===== src/rtl/ipi_pkg.sv =====
package ipi_pkg;

    localparam int DISP_W   = 32;
    localparam int KIND_LSB = 16;
    localparam int CPU_LSB  = 8;
    localparam int VEC_LSB  = 0;
    localparam int KIND_W   = 2;
    localparam int CPU_W    = 5;
    localparam int VEC_W    = 6;

    typedef enum logic [KIND_W-1:0] {
        IPI_POST   = 2'd0,
        IPI_RESET  = 2'd1,
        IPI_IDLE   = 2'd2,
        IPI_RESUME = 2'd3
    } ipi_kind_e;

    typedef struct packed {
        ipi_kind_e          kind;
        logic [CPU_W-1:0]   cpu;
        logic [VEC_W-1:0]   vec;
    } ipi_cmd_t;

    // Pull the three fields out of a dispatch write word.
    function automatic ipi_cmd_t unpack_cmd(input logic [DISP_W-1:0] d);
        ipi_cmd_t c;
        c.kind = ipi_kind_e'(d[KIND_LSB +: KIND_W]);
        c.cpu  = d[CPU_LSB +: CPU_W];
        c.vec  = d[VEC_LSB +: VEC_W];
        return c;
    endfunction

endpackage


===== src/rtl/ipi_decode.sv =====
module ipi_decode
    import ipi_pkg::*;
#(
    parameter int                NUM_CPU = 8,
    parameter logic [VEC_W-1:0]  POR_VEC = 6'h01
) (
    input  logic                wr_en,
    input  ipi_cmd_t            cmd,
    input  logic [NUM_CPU-1:0]  run_vec,
    output logic                issue,
    output logic                bad_reset,
    output logic [NUM_CPU-1:0]  run_set,
    output logic [NUM_CPU-1:0]  run_clr
);

    logic [NUM_CPU-1:0] sel;
    logic               tgt_run;
    logic               in_range;

    // One-hot select of the target; stays zero when the target is out of range.
    for (genvar i = 0; i < NUM_CPU; i++) begin : g_sel
        assign sel[i] = (cmd.cpu == CPU_W'(i));
    end

    assign in_range = |sel;
    assign tgt_run  = |(run_vec & sel);

    always_comb begin
        issue     = 1'b0;
        bad_reset = 1'b0;
        run_set   = '0;
        run_clr   = '0;
        if (wr_en && in_range) begin
            unique case (cmd.kind)
                IPI_POST: issue = tgt_run;
                IPI_RESET: begin
                    if (cmd.vec == POR_VEC) begin
                        issue   = 1'b1;
                        run_set = sel;
                    end else begin
                        bad_reset = 1'b1;
                    end
                end
                IPI_IDLE: begin
                    issue   = 1'b1;
                    run_clr = sel;
                end
                IPI_RESUME: begin
                    issue   = 1'b1;
                    run_set = sel;
                end
                default: issue = 1'b0;
            endcase
        end
    end

endmodule


===== src/rtl/ipi_runstate.sv =====
module ipi_runstate #(
    parameter int                 NUM_CPU  = 8,
    parameter logic [NUM_CPU-1:0] RUN_INIT = '1
) (
    input  logic                clk,
    input  logic                rst,
    input  logic [NUM_CPU-1:0]  run_set,
    input  logic [NUM_CPU-1:0]  run_clr,
    output logic [NUM_CPU-1:0]  run_vec
);

    for (genvar i = 0; i < NUM_CPU; i++) begin : g_run
        always_ff @(posedge clk) begin
            if (rst)
                run_vec[i] <= RUN_INIT[i];
            else if (run_clr[i])
                run_vec[i] <= 1'b0;
            else if (run_set[i])
                run_vec[i] <= 1'b1;
        end
    end

endmodule


===== src/rtl/ipi_issue.sv =====
module ipi_issue
    import ipi_pkg::*;
(
    input  logic      clk,
    input  logic      rst,
    input  logic      issue,
    input  ipi_cmd_t  cmd,
    input  logic      bad_reset,
    input  logic      err_clr,
    output logic      cmd_valid,
    output ipi_cmd_t  cmd_q,
    output logic      err_q
);

    always_ff @(posedge clk) begin
        if (rst) begin
            cmd_valid <= 1'b0;
            cmd_q     <= '0;
        end else begin
            cmd_valid <= issue;
            if (issue)
                cmd_q <= cmd;
        end
    end

    // Sticky flag: a new illegal reset wins over a clear in the same cycle.
    always_ff @(posedge clk) begin
        if (rst)
            err_q <= 1'b0;
        else if (bad_reset)
            err_q <= 1'b1;
        else if (err_clr)
            err_q <= 1'b0;
    end

endmodule


===== src/rtl/ipi_dispatch.sv =====
module ipi_dispatch
    import ipi_pkg::*;
#(
    parameter int                 NUM_CPU  = 8,
    parameter logic [VEC_W-1:0]   POR_VEC  = 6'h01,
    parameter logic [NUM_CPU-1:0] RUN_INIT = '1
) (
    input  logic                clk,
    input  logic                rst,
    input  logic                wr_en,
    input  logic [DISP_W-1:0]   wr_data,
    input  logic                err_clr,
    output logic                cmd_valid,
    output logic [KIND_W-1:0]   cmd_kind,
    output logic [CPU_W-1:0]    cmd_cpu,
    output logic [VEC_W-1:0]    cmd_vec,
    output logic [NUM_CPU-1:0]  run_status,
    output logic                reset_err
);

    ipi_cmd_t            cmd_in;
    ipi_cmd_t            cmd_q;
    logic                issue;
    logic                bad_reset;
    logic [NUM_CPU-1:0]  run_set;
    logic [NUM_CPU-1:0]  run_clr;

    assign cmd_in = unpack_cmd(wr_data);

    ipi_decode #(.NUM_CPU(NUM_CPU), .POR_VEC(POR_VEC)) u_decode (
        .wr_en     (wr_en),
        .cmd       (cmd_in),
        .run_vec   (run_status),
        .issue     (issue),
        .bad_reset (bad_reset),
        .run_set   (run_set),
        .run_clr   (run_clr)
    );

    ipi_runstate #(.NUM_CPU(NUM_CPU), .RUN_INIT(RUN_INIT)) u_run (
        .clk     (clk),
        .rst     (rst),
        .run_set (run_set),
        .run_clr (run_clr),
        .run_vec (run_status)
    );

    ipi_issue u_issue (
        .clk       (clk),
        .rst       (rst),
        .issue     (issue),
        .cmd       (cmd_in),
        .bad_reset (bad_reset),
        .err_clr   (err_clr),
        .cmd_valid (cmd_valid),
        .cmd_q     (cmd_q),
        .err_q     (reset_err)
    );

    assign cmd_kind = cmd_q.kind;
    assign cmd_cpu  = cmd_q.cpu;
    assign cmd_vec  = cmd_q.vec;

endmodule


===== config.mk =====
export PLATFORM = sky130hd
export DESIGN_NAME = ipi_dispatch
export DESIGN_NICKNAME = d
export VERILOG_FILES = /design/src/rtl/ipi_pkg.sv /design/src/rtl/ipi_decode.sv /design/src/rtl/ipi_runstate.sv /design/src/rtl/ipi_issue.sv /design/src/rtl/ipi_dispatch.sv
export SDC_FILE = /design/constraint.sdc
export NUM_CORES = 1
export LEC_CHECK = 0
export BUFFER_PORTS_ARGS = -buffer_cell sky130_fd_sc_hd__clkbuf_2
export CORE_ASPECT_RATIO = 1.25
export CORE_MARGIN = 4
export CORE_UTILIZATION = 43
export DETAILED_ROUTE_END_ITERATION = 16
export PLACE_DENSITY = 0.9
export SLEW_MARGIN = 10
export SYNTH_ARGS = -nofsm -noshare
export SYNTH_HDL_FRONTEND = slang
export SYNTH_HIERARCHICAL = 1
export SYNTH_SLANG_ARGS = --single-unit

===== constraint.sdc =====
create_clock -name clk -period 1.77 [get_ports clk]
set_input_delay 0.354 -clock clk [delete_from_list [all_inputs] [get_ports clk]]
set_output_delay 0.354 -clock clk [all_outputs]
set_load 0.03 [all_outputs]

# Yosys cells after proc, flatten, opt, wreduce, memory -nomap -nowiden
# Cells that the tools add are included.
# Widths: inputs -> output; s select.
[totals]
regBits = 23
output_inout_bits = 23
[classes]
eq_ne = 11
mux = 29
bitwise = 1
reduce_logical = 15
[op_table]
columns = ["op", "count"]
rows = [
  ["$mux 8", 4],
  ["$mux 1", 23],
  ["$eq 5x3->1 const B", 4],
  ["$reduce_bool 2->1", 9],
  ["$pmux 8 s2", 1],
  ["$reduce_or 8->1", 2],
  ["$eq 5x2->1 const B", 2],
  ["$and 8x8->8", 1],
  ["$eq 6x1->1 const B", 1],
  ["$eq 5x1->1 const B", 1],
  ["$logic_not 5->1", 1],
  ["$eq 2x2->1 const B", 2],
  ["$pmux 1 s3", 1],
  ["$eq 2x1->1 const B", 1],
  ["$logic_not 2->1", 1],
  ["$reduce_or 2->1", 1],
  ["$logic_and 1x1->1", 1],
]

# Longest topological paths before layout
[logic_depth]
word_depth = 6
mapped_depth = 8
ltp_nobuf = 5

# Hierarchy
# The synthesis kept the hierarchy.
[by_module_without_submodules]
columns = ["mod", "n_inst", "cells_each", "area_per_inst_um2", "seq_area_each_um2"]
rows = [
  ["ipi_issue", 1, 48, 536.8, 300.3],
  ["ipi_decode", 1, 39, 272.8, 0.0],
  ["ipi_runstate", 1, 24, 250.2, 160.2],
]

# Least setup slack after synthesis
# No wires, ideal clock.
[synth_timing]
path_kind = "reg-to-reg"
start = "register u_run.run_vec[3]"
end = "register u_issue/cmd_q[0] (netlist name)"
setup_ns = 0.117
t_arrival_ns = 1.584
required_time_ns = 1.653
path_slack_ns = 0.069
path_stages_with_launch = 8
n_path_buf = 2
synth_period_minus_slack_ns = 1.701
path_cell_list = "dfxtp_1 > mux4_1 > mux2i_1 > a211oi_1 > buf_6 > buf_12 > mux2i_1 > nor2_1"
[synth_via]
elab_chain_len = 4
[synth_lines]
columns = ["element", "line_no", "text"]
rows = [
  ["from (decl)", "ipi_runstate.sv:9", "output logic [NUM_CPU-1:0] run_vec"],
  ["from (signal, indexed assignment)", "ipi_runstate.sv:15", "run_vec[i] <= RUN_INIT[i];"],
  ["$and 8x8->8", "ipi_decode.sv:26", "assign tgt_run = |(run_vec & sel);"],
  ["$reduce_or 8->1", "ipi_decode.sv:26", ""],
  ["$pmux 1 s3", "ipi_decode.sv:34", "unique case (cmd.kind)"],
  ["$mux 1", "ipi_decode.sv:33", "if (wr_en && in_range) begin"],
  ["named net issue", "ipi_dispatch.sv:23", "logic issue;"],
]
# The timed path passes the listed nets, and every way through them passes these cells.
# A chain may end at the register's enable or synchronous reset.

# Worst setup path after layout
[layout_timing]
start = "register u_run.run_vec[1]"
end = "register u_issue/cmd_q[0] (netlist name)"
[layout_via]
elab_chain_len = 4
[layout_lines]
columns = ["element", "line_no"]
rows = [
  ["$and 8x8->8", "ipi_decode.sv:26"],
  ["$reduce_or 8->1", "ipi_decode.sv:26"],
  ["$pmux 1 s3", "ipi_decode.sv:34"],
  ["$mux 1", "ipi_decode.sv:33"],
  ["named net issue", "ipi_dispatch.sv:23"],
]
# The timed path passes the listed nets, and every way through them passes these cells.

==> results_dict.tcl <==
set metrics [dict create \
    outcome "complete, no violations" \
    cts_hold_buf 0 \
    crit_path_top_delay_cell "mux4_1" \
    ant_nets 0 \
    cts_root_buffer "clkbuf_4" \
    avgSynthCellArea_um2 9.55 \
    fillers 200 \
    drc_errors 0 \
    die_x_um 52.4 \
    final_common_cell "clkbuf_2" \
    ys_warn_count 6 \
    die_area_um2 3330 \
    clockBufferDepth 2 \
    core_um2 2280 \
    wl_per_cell_um 12.8 \
    hold_depth 3 \
    firstDrtPassIters 4 \
    period_share_pct 95.9 \
    vias_per_cell 5.20 \
    cp.required_ps 1960 \
    grt_pass1_wl_um 3910 \
    ys_top_cells_by_area "dfxtp_1 (43%), mux2i_1 (13%), nor2_1 (11%)" \
    layout_min_cycle_time_ps 1700 \
    slew_viol_final 0 \
    final_cell_mix "clkbuf_2 (39), nor2_1 (32), dfxtp_1 (23)" \
    tns_ps 0 \
    num_vias 956 \
    syn_inst 111 \
    hold_slack_ps 304 \
    diodes 0 \
    die_h_um 63.5 \
    first_iter_violations 25 \
    reg2reg_from "u_run/run_vec[1]" \
    cp-start-kind "register" \
    synth-seq-cells 23 \
    synth.distinct_cells 21 \
    place_congestion 0.791 \
    p_per_area_nw_per_um2 677 \
    synth.top_cell.area_share_pct 43.4 \
    cpPeakStageDelay_ps 530 \
    setup_viol 0 \
    netlist_area_um2 1060 \
    criticalPathCategory "reg2reg" \
    max-slew-margin-rel_pct 72.4 \
    hold_path_startpoint "err_clr" \
    gr-total-overflow 0 \
    clk_pin_slew_ps 120 \
    fin_worst_skew_ps 3.72 \
    grt_max_degree 24 \
    power.leakage_nw 0.573 \
    ios 59 \
    cp_max_fo 14 \
    antenna_found_initial 0 \
    end_kind "register" \
    cap_violations 0 \
    wl_um 2360 \
    hold_viol_final 0 \
    area_delta_synth_final_pct 24.8 \
    post_cts_buffers 0 \
    layout-drive-gt1-share_pct 33.3 \
    syn_nets 147 \
    portBuffers 39 \
    peakVddDrop_mv 0.441 \
    cts_buffers 3 \
    grt_pass1_vias 925 \
    clock_latency_ps 300 \
    dpl.hpwl_um 1870 \
    cp_cell_sequence "mux4_1, mux2i_1, a211oi_2, buf_12, mux2i_2, nor2_1" \
    synth_top_area_cell "dfxtp_1" \
    tritoncts "done" \
    cts.htree.levels 1 \
    hold_path_class "in2reg" \
    start_util_pct 46.4 \
    ff2ff_path_depth 6 \
    max_freq_mhz 589 \
    cts.sinks 23 \
    cp.arrival_ps 1880 \
    crit_path_start "u_run/run_vec[1]" \
    rows 19 \
    fin_total_pwr_w 0.000895 \
    rsz0062_at_grt "false" \
    synth_seq_area_share_pct 43.4 \
    track_usage_pct 15.0 \
    nNetsFinal 190 \
    worstMarginPinSlew_ps 414 \
]
[registers in the layout (all words and copies together), names as in the netlist]
| name | flops |
|---|---|
| u_issue/err_q | 1 |
| u_issue/cmd_valid | 1 |
| u_run/run_vec | 8 |
| u_issue/cmd_q | 13 |
[cell families (layout without fill, tap and decap cells)]
group           Yosys count  count (layout)  share of synthesized area, %
mux                      16              16                          18.2
buf+inv                   6              48                          4.60
compound gates           12              12                          8.15
simple gates             54              54                          25.6
flops                    23              23                          43.4
[cells in the mapped netlist]
cell type	instances
or2b_1	1
nand4b_1	2
buf_2	2
nand2_1	3
mux2i_1	14
buf_12	1
mux4_1	2
inv_1	2
dfxtp_1	23
nor4_1	8
nor3b_2	1
nor4b_2	1
o21bai_1	8
or2_2	1
a21oi_1	2
nor2b_1	2
nor2_1	32
a21oi_2	1
nand2b_1	3
buf_6	1
a211oi_1	1
[area by class of cell]
| type | count | area [um2] | area share, % |
|---|---|---|---|
| inverter | 2 | 7.51 | 0.568 |
| tap | 31 | 38.8 | 2.93 |
| sequential | 23 | 460 | 34.8 |
| timing repair buffer | 42 | 230 | 17.4 |
| multi-input combinational | 82 | 559 | 42.3 |
| clock buffer | 4 | 26.3 | 1.99 |
[where the power goes]
group / switching (W) / total (W) / internal [W]
Sequential: 0.00000531 / 0.000533 / 0.000528
Combinational: 0.0000795 / 0.000131 / 0.0000517
Clock: 0.000143 / 0.000230 / 0.0000878
Total: 0.000227 / 0.000895 / 0.000667
[per-stage QoR]
step / instance area [um2] / std cells / setup slack [ps] / utilization [%]
2_1_floorplan: 1060 / 111 / 68.6 / -
3_3_place_gp: 1290 / 180 / -84.4 / 56.6
3_5_place_dp: 1290 / 180 / -165 / 56.6
4_1_cts: 1320 / 184 / 102 / 57.8
5_1_grt: 1320 / 184 / 5.43 / 57.9
6_report: 1320 / 184 / 73.1 / 57.9
[metal layers]
layer  track usage (%)  routed length [um]  vias to the layer above
li1                  -                   -                      471
met2              27.8                1250                       32
met5                 0                   0                        -
met4              6.07                  14                        0
met3              1.89                 155                        2
met1              16.3                 939                      451
[critical path: cells and delay by family, from the launching register on]
family | cells | cell delay [ps]
AOI/OAI and AO/OA | 1 | 120
muxes | 3 | 910
DFF | 1 | 340
buffers and inverters | 1 | 170
and+or+nand+nor | 1 | 60
[worst paths after layout]
path	to	slack, ps
max	u_issue/cmd_q[0]	70
min	u_issue/err_q	300
max reg2reg	u_issue/cmd_q[0]	70
min reg2reg	u_issue/err_q	490
[repair_timing]
action	4_1_cts	5_1_grt
resized for setup	0	1
endpoints found under the setup margin	0	1
endpoints found under the hold margin	0	0
Note: power is estimated with default switching activity, not from simulation.
